**config.mk**
```make
export PLATFORM = sky130hd
export DESIGN_NAME = kpd_cmd_ctrl
export DESIGN_NICKNAME = d
export VERILOG_FILES = /design/src/rtl/kpd_cmd_pkg.sv /design/src/rtl/kpd_byte_seq.sv /design/src/rtl/kpd_rd_mux.sv /design/src/rtl/kpd_reg_file.sv /design/src/rtl/kpd_cmd_ctrl.sv
export SDC_FILE = /design/constraint.sdc
export NUM_CORES = 1
export LEC_CHECK = 0
export ABC_AREA = 1
export BUFFER_PORTS_ARGS = -buffer_cell sky130_fd_sc_hd__buf_2
export CORE_MARGIN = 4
export CORE_UTILIZATION = 50
export DETAILED_ROUTE_END_ITERATION = 8
export PLACE_DENSITY = 0.73
export SYNTH_ARGS = -nofsm -noshare
export SYNTH_HDL_FRONTEND = slang
export SYNTH_SLANG_ARGS = --single-unit
```
**constraint.sdc**
```tcl
create_clock -name clk -period 5.4 [get_ports clk]
set_input_delay 1.35 -clock clk [delete_from_list [all_inputs] [get_ports clk]]
set_output_delay 1.35 -clock clk [all_outputs]
set_load 0.01 [all_outputs]
```
**src/rtl/kpd_cmd_pkg.sv**
```systemverilog
package kpd_cmd_pkg;

  localparam int BYTE_W = 8;
  localparam int GPIO_W = 16;

  localparam logic [BYTE_W-1:0] OP_ID_RD     = 8'h80;
  localparam logic [BYTE_W-1:0] OP_CFG_WR    = 8'h81;
  localparam logic [BYTE_W-1:0] OP_STAT_RD   = 8'h82;
  localparam logic [BYTE_W-1:0] OP_RESET     = 8'h83;
  localparam logic [BYTE_W-1:0] OP_PULL_WR   = 8'h84;
  localparam logic [BYTE_W-1:0] OP_DIR_WR    = 8'h85;
  localparam logic [BYTE_W-1:0] OP_MASK_WR   = 8'h86;
  localparam logic [BYTE_W-1:0] OP_DIR_RD    = 8'h87;
  localparam logic [BYTE_W-1:0] OP_MASK_RD   = 8'h88;
  localparam logic [BYTE_W-1:0] OP_QPOP_RD   = 8'h89;
  localparam logic [BYTE_W-1:0] OP_QPEEK_RD  = 8'h8A;
  localparam logic [BYTE_W-1:0] OP_ACT_WR    = 8'h8B;
  localparam logic [BYTE_W-1:0] OP_ERR_RD    = 8'h8C;
  localparam logic [BYTE_W-1:0] OP_ROT_RD    = 8'h8E;
  localparam logic [BYTE_W-1:0] OP_DEB_WR    = 8'h8F;
  localparam logic [BYTE_W-1:0] OP_SIZE_WR   = 8'h90;
  localparam logic [BYTE_W-1:0] OP_SIZE_RD   = 8'h91;
  localparam logic [BYTE_W-1:0] OP_CFG_RD    = 8'h92;
  localparam logic [BYTE_W-1:0] OP_CLK_WR    = 8'h93;
  localparam logic [BYTE_W-1:0] OP_CLK_RD    = 8'h94;
  localparam logic [BYTE_W-1:0] OP_SCR_LOAD  = 8'h95;
  localparam logic [BYTE_W-1:0] OP_SCR_GO    = 8'h96;
  localparam logic [BYTE_W-1:0] OP_SCR_HALT  = 8'h97;
  localparam logic [BYTE_W-1:0] OP_IDLE      = 8'hFF;

  localparam logic [BYTE_W-1:0] RESET_KEY    = 8'hAA;
  localparam logic [GPIO_W-1:0] CHIP_ID      = 16'h0400;

  localparam int ST_ERR_BIT    = 3;
  localparam int ST_NOINIT_BIT = 4;
  localparam int ER_BADPAR_BIT = 0;
  localparam int ER_UNKCMD_BIT = 1;

  localparam int KP_DIM_MIN  = 3;
  localparam int KP_ROW_MAX  = 12;
  localparam int KP_COL_MAX  = 8;

  typedef struct packed {
    logic [BYTE_W-1:0] cfg;
    logic [BYTE_W-1:0] act;
    logic [BYTE_W-1:0] deb;
    logic [BYTE_W-1:0] size;
    logic [BYTE_W-1:0] clk;
    logic [BYTE_W-1:0] status;
    logic [BYTE_W-1:0] err;
    logic [GPIO_W-1:0] pull;
    logic [GPIO_W-1:0] dir;
    logic [GPIO_W-1:0] mask;
  } kregs_t;

  function automatic kregs_t kregs_init();
    kregs_t r;
    r.cfg    = 8'h80;
    r.act    = 8'd125;
    r.deb    = 8'd3;
    r.size   = 8'h33;
    r.clk    = 8'h08;
    r.status = 8'h10;
    r.err    = '0;
    r.pull   = '0;
    r.dir    = '0;
    r.mask   = '0;
    return r;
  endfunction

  function automatic logic size_bad(input logic [BYTE_W-1:0] v);
    int unsigned lo;
    int unsigned hi;
    lo = int'(v[3:0]);
    hi = int'(v[7:4]);
    return (lo < KP_DIM_MIN) || (lo > KP_ROW_MAX) ||
           (hi < KP_DIM_MIN) || (hi > KP_COL_MAX);
  endfunction

  function automatic logic clk_bad(input logic [BYTE_W-1:0] v);
    return v[0] ^ v[1];
  endfunction

endpackage

```
**src/rtl/kpd_byte_seq.sv**
```systemverilog
module kpd_byte_seq #(
  parameter int IDX_W = 4
) (
  input  logic             clk,
  input  logic             rst_n,
  input  logic             bus_start,
  input  logic             wr_valid,
  input  logic             rd_req,
  output logic             cmd_strobe,
  output logic             par_strobe,
  output logic             rd_strobe,
  output logic [IDX_W-1:0] par_idx,
  output logic [IDX_W-1:0] rd_idx
);

  localparam logic [IDX_W-1:0] IDX_MAX = {IDX_W{1'b1}};

  logic [IDX_W-1:0] pos_q;
  logic [IDX_W-1:0] pos_d;
  logic             pos_en;

  always_comb begin
    pos_en = bus_start | wr_valid | rd_req;
    if (bus_start)              pos_d = '0;
    else if (pos_q == IDX_MAX)  pos_d = pos_q;
    else                        pos_d = pos_q + 1'b1;
  end

  always_ff @(posedge clk or negedge rst_n) begin
    if (!rst_n)      pos_q <= '0;
    else if (pos_en) pos_q <= pos_d;
  end

  assign cmd_strobe = wr_valid & ~bus_start & (pos_q == '0);
  assign par_strobe = wr_valid & ~bus_start & (pos_q != '0);
  assign rd_strobe  = rd_req & ~bus_start & ~wr_valid;
  assign par_idx    = pos_q - 1'b1;
  assign rd_idx     = pos_q;

  // a start always leaves the position at zero
  assert_start_zero_R2: assert property (@(posedge clk) disable iff (!rst_n)
    bus_start |=> (rd_idx == '0));

  // a read moves the position forward unless saturated
  assert_read_advance_R2: assert property (@(posedge clk) disable iff (!rst_n)
    (rd_strobe && rd_idx != IDX_MAX) |=> (rd_idx == $past(rd_idx) + 1'b1));

endmodule

```
**src/rtl/kpd_rd_mux.sv**
```systemverilog
module kpd_rd_mux
  import kpd_cmd_pkg::*;
#(
  parameter int IDX_W = 4
) (
  input  logic [BYTE_W-1:0] cmd,
  input  logic [IDX_W-1:0]  idx,
  input  kregs_t            regs,
  output logic [BYTE_W-1:0] rd_byte,
  output logic              rd_known
);

  function automatic logic [BYTE_W-1:0] pick16(input logic [GPIO_W-1:0] w,
                                               input logic [IDX_W-1:0] i);
    if (i == '0)                        return w[BYTE_W-1:0];
    else if (i == {{(IDX_W-1){1'b0}}, 1'b1}) return w[GPIO_W-1:BYTE_W];
    else                                return '0;
  endfunction

  always_comb begin
    rd_byte  = '0;
    rd_known = 1'b1;
    unique case (cmd)
      OP_ID_RD:    rd_byte = pick16(CHIP_ID, idx);
      OP_STAT_RD:  rd_byte = (idx == '0) ? regs.status : '0;
      OP_DIR_RD:   rd_byte = pick16(regs.dir, idx);
      OP_MASK_RD:  rd_byte = pick16(regs.mask, idx);
      OP_QPOP_RD,
      OP_QPEEK_RD,
      OP_ROT_RD:   rd_byte = '0;
      OP_ERR_RD:   rd_byte = regs.err;
      OP_SIZE_RD:  rd_byte = regs.size;
      OP_CFG_RD:   rd_byte = {4'h0, regs.cfg[3:0]};
      OP_CLK_RD:   rd_byte = {regs.clk[7:2], 2'b10};
      default:     rd_known = 1'b0;
    endcase
  end

endmodule

```
**src/rtl/kpd_reg_file.sv**
```systemverilog
module kpd_reg_file
  import kpd_cmd_pkg::*;
#(
  parameter int IDX_W = 4
) (
  input  logic              clk,
  input  logic              rst_n,
  input  logic              cmd_strobe,
  input  logic              par_strobe,
  input  logic              rd_strobe,
  input  logic [IDX_W-1:0]  par_idx,
  input  logic [BYTE_W-1:0] wdata,
  input  logic              rd_known,
  output logic [BYTE_W-1:0] cmd_q,
  output kregs_t            regs_q,
  output logic              flush_q
);

  kregs_t            regs_d;
  logic [BYTE_W-1:0] cmd_d;
  logic              flush_d;
  logic              bad_par;
  logic              bad_cmd;
  logic              upd_en;

  always_comb begin
    regs_d  = regs_q;
    cmd_d   = cmd_q;
    flush_d = 1'b0;
    bad_par = 1'b0;
    bad_cmd = 1'b0;

    if (cmd_strobe) begin
      cmd_d = wdata;
    end else if (par_strobe) begin
      case (cmd_q)
        OP_CFG_WR: begin
          regs_d.cfg    = wdata;
          regs_d.status = '0;
          flush_d       = 1'b1;
          cmd_d         = OP_IDLE;
        end
        OP_RESET: begin
          if (wdata == RESET_KEY) regs_d = kregs_init();
          else                    bad_par = 1'b1;
          cmd_d = OP_IDLE;
        end
        OP_PULL_WR: begin
          if (par_idx == '0) regs_d.pull = {{(GPIO_W-BYTE_W){1'b0}}, wdata};
          else begin
            regs_d.pull[GPIO_W-1:BYTE_W] = regs_q.pull[GPIO_W-1:BYTE_W] | wdata;
            cmd_d = OP_IDLE;
          end
        end
        OP_DIR_WR: begin
          if (par_idx == '0) regs_d.dir = {{(GPIO_W-BYTE_W){1'b0}}, wdata};
          else begin
            regs_d.dir[GPIO_W-1:BYTE_W] = regs_q.dir[GPIO_W-1:BYTE_W] | wdata;
            cmd_d = OP_IDLE;
          end
        end
        OP_MASK_WR: begin
          if (par_idx == '0) regs_d.mask = {{(GPIO_W-BYTE_W){1'b0}}, wdata};
          else begin
            regs_d.mask[GPIO_W-1:BYTE_W] = regs_q.mask[GPIO_W-1:BYTE_W] | wdata;
            cmd_d = OP_IDLE;
          end
        end
        OP_ACT_WR: begin
          regs_d.act = wdata;
          cmd_d      = OP_IDLE;
        end
        OP_DEB_WR: begin
          regs_d.deb = wdata;
          bad_par    = (wdata == '0);
          cmd_d      = OP_IDLE;
        end
        OP_SIZE_WR: begin
          regs_d.size = wdata;
          bad_par     = size_bad(wdata);
          cmd_d       = OP_IDLE;
        end
        OP_CLK_WR: begin
          regs_d.clk = wdata;
          bad_par    = clk_bad(wdata);
          cmd_d      = OP_IDLE;
        end
        OP_SCR_LOAD, OP_SCR_GO, OP_SCR_HALT: begin
        end
        OP_IDLE: bad_par = 1'b1;
        default: bad_cmd = 1'b1;
      endcase
    end else if (rd_strobe) begin
      if (!rd_known) bad_cmd = 1'b1;
      else if (cmd_q == OP_STAT_RD && !regs_q.status[ST_NOINIT_BIT])
        regs_d.status = '0;
    end

    if (bad_par) regs_d.err[ER_BADPAR_BIT] = 1'b1;
    if (bad_cmd) regs_d.err[ER_UNKCMD_BIT] = 1'b1;
    if (bad_par || bad_cmd) regs_d.status[ST_ERR_BIT] = 1'b1;
  end

  assign upd_en = cmd_strobe | par_strobe | rd_strobe;

  always_ff @(posedge clk or negedge rst_n) begin
    if (!rst_n) begin
      regs_q <= kregs_init();
      cmd_q  <= OP_IDLE;
    end else if (upd_en) begin
      regs_q <= regs_d;
      cmd_q  <= cmd_d;
    end
  end

  always_ff @(posedge clk or negedge rst_n) begin
    if (!rst_n) flush_q <= 1'b0;
    else        flush_q <= flush_d;
  end

  // surplus parameter flags a bad parameter
  assert_idle_badpar_R6: assert property (@(posedge clk) disable iff (!rst_n)
    (par_strobe && cmd_q == OP_IDLE) |=>
      (regs_q.err[ER_BADPAR_BIT] && regs_q.status[ST_ERR_BIT]));

  // single-parameter writes fall back to the idle marker
  assert_single_idle_R6: assert property (@(posedge clk) disable iff (!rst_n)
    (par_strobe && (cmd_q == OP_ACT_WR || cmd_q == OP_DEB_WR ||
                    cmd_q == OP_SIZE_WR || cmd_q == OP_CLK_WR)) |=>
      (cmd_q == OP_IDLE));

  // reading a code with no response raises unknown command
  assert_unknown_read_R5: assert property (@(posedge clk) disable iff (!rst_n)
    (rd_strobe && !rd_known) |=>
      (regs_q.err[ER_UNKCMD_BIT] && regs_q.status[ST_ERR_BIT]));

  // the not-initialised flag survives a status read
  assert_noinit_kept_R4: assert property (@(posedge clk) disable iff (!rst_n)
    (rd_strobe && cmd_q == OP_STAT_RD && regs_q.status[ST_NOINIT_BIT]) |=>
      $stable(regs_q.status));

  // config write empties status and requests a flush
  assert_cfg_flush_R10: assert property (@(posedge clk) disable iff (!rst_n)
    (par_strobe && cmd_q == OP_CFG_WR) |=> (flush_q && regs_q.status == '0));

  // error bits only drop after an accepted reset command
  assert_err_sticky_R12: assert property (@(posedge clk) disable iff (!rst_n)
    ($fell(regs_q.err[ER_BADPAR_BIT]) || $fell(regs_q.err[ER_UNKCMD_BIT])) |->
      $past(par_strobe && cmd_q == OP_RESET && wdata == RESET_KEY));

endmodule

```
**src/rtl/kpd_cmd_ctrl.sv**
```systemverilog
module kpd_cmd_ctrl
  import kpd_cmd_pkg::*;
#(
  parameter int IDX_W = 4
) (
  input  logic              clk,
  input  logic              rst_n,
  input  logic              bus_start,
  input  logic              wr_valid,
  input  logic [7:0]        wr_data,
  input  logic              rd_req,
  output logic [7:0]        rd_data,
  output logic              irq_n,
  output logic              evq_flush,
  output logic [7:0]        cfg_o,
  output logic [7:0]        active_o,
  output logic [7:0]        debounce_o,
  output logic [7:0]        kp_size_o,
  output logic [7:0]        clk_cfg_o,
  output logic [15:0]       gpio_pull_o,
  output logic [15:0]       gpio_dir_o,
  output logic [15:0]       gpio_mask_o
);

  logic              cmd_strobe;
  logic              par_strobe;
  logic              rd_strobe;
  logic [IDX_W-1:0]  par_idx;
  logic [IDX_W-1:0]  rd_idx;
  logic [BYTE_W-1:0] cmd_q;
  logic              rd_known;
  kregs_t            regs_q;

  kpd_byte_seq #(.IDX_W(IDX_W)) u_seq (
    .clk        (clk),
    .rst_n      (rst_n),
    .bus_start  (bus_start),
    .wr_valid   (wr_valid),
    .rd_req     (rd_req),
    .cmd_strobe (cmd_strobe),
    .par_strobe (par_strobe),
    .rd_strobe  (rd_strobe),
    .par_idx    (par_idx),
    .rd_idx     (rd_idx)
  );

  kpd_rd_mux #(.IDX_W(IDX_W)) u_mux (
    .cmd      (cmd_q),
    .idx      (rd_idx),
    .regs     (regs_q),
    .rd_byte  (rd_data),
    .rd_known (rd_known)
  );

  kpd_reg_file #(.IDX_W(IDX_W)) u_regs (
    .clk        (clk),
    .rst_n      (rst_n),
    .cmd_strobe (cmd_strobe),
    .par_strobe (par_strobe),
    .rd_strobe  (rd_strobe),
    .par_idx    (par_idx),
    .wdata      (wr_data),
    .rd_known   (rd_known),
    .cmd_q      (cmd_q),
    .regs_q     (regs_q),
    .flush_q    (evq_flush)
  );

  assign irq_n       = (regs_q.status == '0);
  assign cfg_o       = regs_q.cfg;
  assign active_o    = regs_q.act;
  assign debounce_o  = regs_q.deb;
  assign kp_size_o   = regs_q.size;
  assign clk_cfg_o   = regs_q.clk;
  assign gpio_pull_o = regs_q.pull;
  assign gpio_dir_o  = regs_q.dir;
  assign gpio_mask_o = regs_q.mask;

  // interrupt releases only after a bus byte that can empty status
  assert_irq_release_R3: assert property (@(posedge clk) disable iff (!rst_n)
    $rose(irq_n) |-> $past(rd_strobe || par_strobe));

  // a flush request never lasts more than one cycle
  assert_flush_pulse_R10: assert property (@(posedge clk) disable iff (!rst_n)
    evq_flush |=> !evq_flush);

endmodule

```
==> impl_metrics.json <==
{
  "status": "finished, final reports clean",
  "p_seq_share_pct": 45.6,
  "final_area_sq_um": 6140,
  "drt_iter0_markers": 544,
  "postCtsSetupBuffers": 0,
  "critPathArrivalTime_ns": 2.93,
  "critPathLaunchType": "register",
  "synth_enable_flop_cells": 0,
  "instances_no_fill": 871,
  "dr_wl_met2_um": 7350,
  "cp_common_cell": "nand2_1",
  "grt-ovfl-total": 0,
  "final_common_cell": "nand2_1",
  "hold_class": "register to register",
  "clk_pin_slew_worst_paths_ns": 0.07,
  "core-area_sq_um": 11400,
  "rsz0062_at_grt": "no",
  "wl_met1_um": 6870,
  "vias": 4755,
  "diodes": 0,
  "wire_per_inst_um": 18.1,
  "synth.avg_cell_area_sq_um": 8.36,
  "io-pin-count": 111,
  "cts_tree": "done",
  "min_period_ns": 4.28,
  "timing.final.crit_share_pct": 79.3,
  "synthesis.instances": 699,
  "postCtsHoldBufs": 0,
  "comb_power_share_pct": 28.1,
  "synthToLayoutAreaGrowth_pct": 5.12,
  "cts-root-buf": "clkbuf_16",
  "track_usage_pct": 24.0,
  "synth_nets": 719,
  "dr_wl_met3_um": 1000,
  "regArea_sq_um": 2660,
  "placed_area_sq_um": 5870,
  "worst_pin_slew_ns": 0.848,
  "dieArea_sq_um": 13500,
  "synth_top_family_by_area": "buffers and inverters",
  "slew_headroom_pct": 43.5,
  "setup_tns_ns": 0,
  "portBuffers": 110,
  "clkSinkCount": 105,
  "setup_violations": 0,
  "synth_warnings": 0,
  "cts_resized": 0,
  "synth_compound_area_share_pct": 16.5,
  "p_clk_share_pct": 26.2,
  "place_ws_ns": 1.56,
  "htree_levels": 3,
  "initial_core_util_pct": 51.2,
  "drv_cap": 0,
  "crit_type": "register to output port",
  "ys_ff_latch": 105,
  "synth.distinct_cells": 44,
  "ys.flop_type": "dfrtp_1",
  "grt_max_degree": 68,
  "worst_r2r_path_depth": 11,
  "n_fill_cell": 1077,
  "grt_pass1_vias": 4657,
  "layout_common_cells": "nand2_1 (137), buf_2 (109), inv_1 (83)",
  "critPathCaptureType": "output port",
  "syn_area_sq_um": 5840,
  "antenna_found_initial": 0,
  "ys_async_sr_fraction_pct": 100,
  "p_leak_nw": 3.10,
  "multiInputGateArea_sq_um": 2120,
  "drt_wl_total_um": 15700,
  "highest_layer": "met4",
  "dp_hpwl_um": 11700,
  "grt_pass1_wl_um": 24800,
  "synth-xor-area-share_pct": 0,
  "holdPathStages": 2,
  "antenna_left": 0,
  "drtPass1Iterations": 5,
  "nNetsFinal": 743,
  "clock_latency_ns": 0.34,
  "num_rows": 39,
  "die_h_um": 116,
  "switchingPower_mw": 0.828,
  "cts_buffers": 9,
  "cpPeakStageDelay_ns": 0.43,
  "hold_viol": 0,
  "worst_slack_ns": 1.12,
  "finClkSkew_ns": 0.00277,
  "maxClockFrequency_ghz": 0.233,
  "place_inst": 855,
  "synthMuxAreaShare_pct": 0,
  "place_congestion": 0.930,
  "cp_cell_sequence": "inv_1 -> ha_1 -> nand2_1 -> nor2_1 -> buf_4 -> inv_1 -> nand2_1 -> o22ai_1 -> nand2_1 -> o21ai_0 -> a21oi_1 -> o21ai_0 -> buf_2",
  "p_int_mw": 1.51,
  "drv_slew": 0,
  "p_per_area_nw_per_um2": 381,
  "synth_simple_gate_area_share_pct": 18.2,
  "final_layout_size_suffix_gt1_share_pct": 26.1,
  "drc": 0,
  "critPathSlowestCell": "dfrtp_1",
  "crit_required_ns": 4.05,
  "irDropWorstVdd_mv": 0.252,
  "ys_seq_area_share_pct": 45.5,
  "cts_max_path_buffers": 2,
  "cp_max_fo": 16,
  "die_x_um": 116,
  "synthAdderAreaFrac_pct": 1.50,
  "drt-vias-per-instance": 5.46,
  "p_sw_share_pct": 35.4
}
## state kept, by name (all words and copies together), names as in the netlist
name            count
u_seq.rd_idx        4
u_regs.cmd_q        8
u_regs.flush_q      1
u_regs.regs_q      92
## logic make-up (layout without fill, tap and decap cells)
family | Yosys count | count (layout)
compound gates | 153 | 153
fa+ha+maj | 7 | 7
buf+inv | 190 | 219
flops | 105 | 105
simple gates | 244 | 244
## power groups by stage
stage	registers [mW]	clock network (mW)	logic, mW
2_1_floorplan	1.05	0	0.549
3_3_place_gp	1.08	0	0.650
3_5_place_dp	1.08	0	0.654
4_1_cts	1.07	0.624	0.659
5_1_grt	1.09	0.657	0.731
6_report	1.07	0.613	0.658
## cells in the mapped netlist, types with 9 or more instances
master	n	area [sq um]
nand2_1	137	514
buf_4	89	668
inv_1	83	312
dfrtp_1	82	2050
nor2_1	49	184
o21ai_0	48	240
a21oi_1	33	165
nand3_1	27	135
dfstp_2	23	604
o22ai_1	22	138
a22oi_1	14	105
o21ai_2	9	78.8
## layer usage
metal | track usage (%) | up-vias
met4 | 9.44 | 0
met2 | 37.5 | 182
met5 | 0 | -
met1 | 33.1 | 2297
met3 | 4.92 | 36
li1 | - | 2240
## worst max-delay path, delay by kind of cell, from the launching register on
family                     cells  cell delay (ns)
adders and majority gates      1             0.23
buffers and inverters          4             0.76
DFF                            1             0.43
AOI/OAI and AO/OA              4             0.53
and+or+nand+nor                4             0.63
## layout make-up
class | instances | share of cell area, %
clock buffers | 12 | 4.01
clock inverters | 4 | 0.469
inverters | 91 | 5.60
multi-input cells | 404 | 34.5
flip-flops and latches | 105 | 43.2
well taps | 143 | 2.91
repair buffers | 112 | 9.25
## per-stage QoR
stage	total power, mW	hold slack [ns]	util [%]
final	2.34	0.475	53.8
after global routing	2.48	0.507	53.8
after CTS	2.35	0.479	53.8
after detailed placement	1.73	0.463	51.4
after global placement	1.72	0.462	51.4
after floorplan	1.60	0.441	-
## path summary, 6_finish.rpt
| path | from | slack (ns) | endpoint |
|---|---|---|---|
| max | u_seq.rd_idx[0] | 1.12 | rd_data[7] |
| min | u_regs.regs_q[81] | 0.47 | u_regs.regs_q[81] |
| max reg2reg | u_seq.rd_idx[0] | 2.93 | u_regs.regs_q[15] |
| min reg2reg | u_regs.regs_q[81] | 0.47 | u_regs.regs_q[81] |
| max in group asynchronous | rst_n | 3.30 | u_regs.cmd_q[0] |
| min in group asynchronous | rst_n | 1.09 | u_regs.regs_q[70] |
Note: power is estimated with default switching activity, not from simulation.
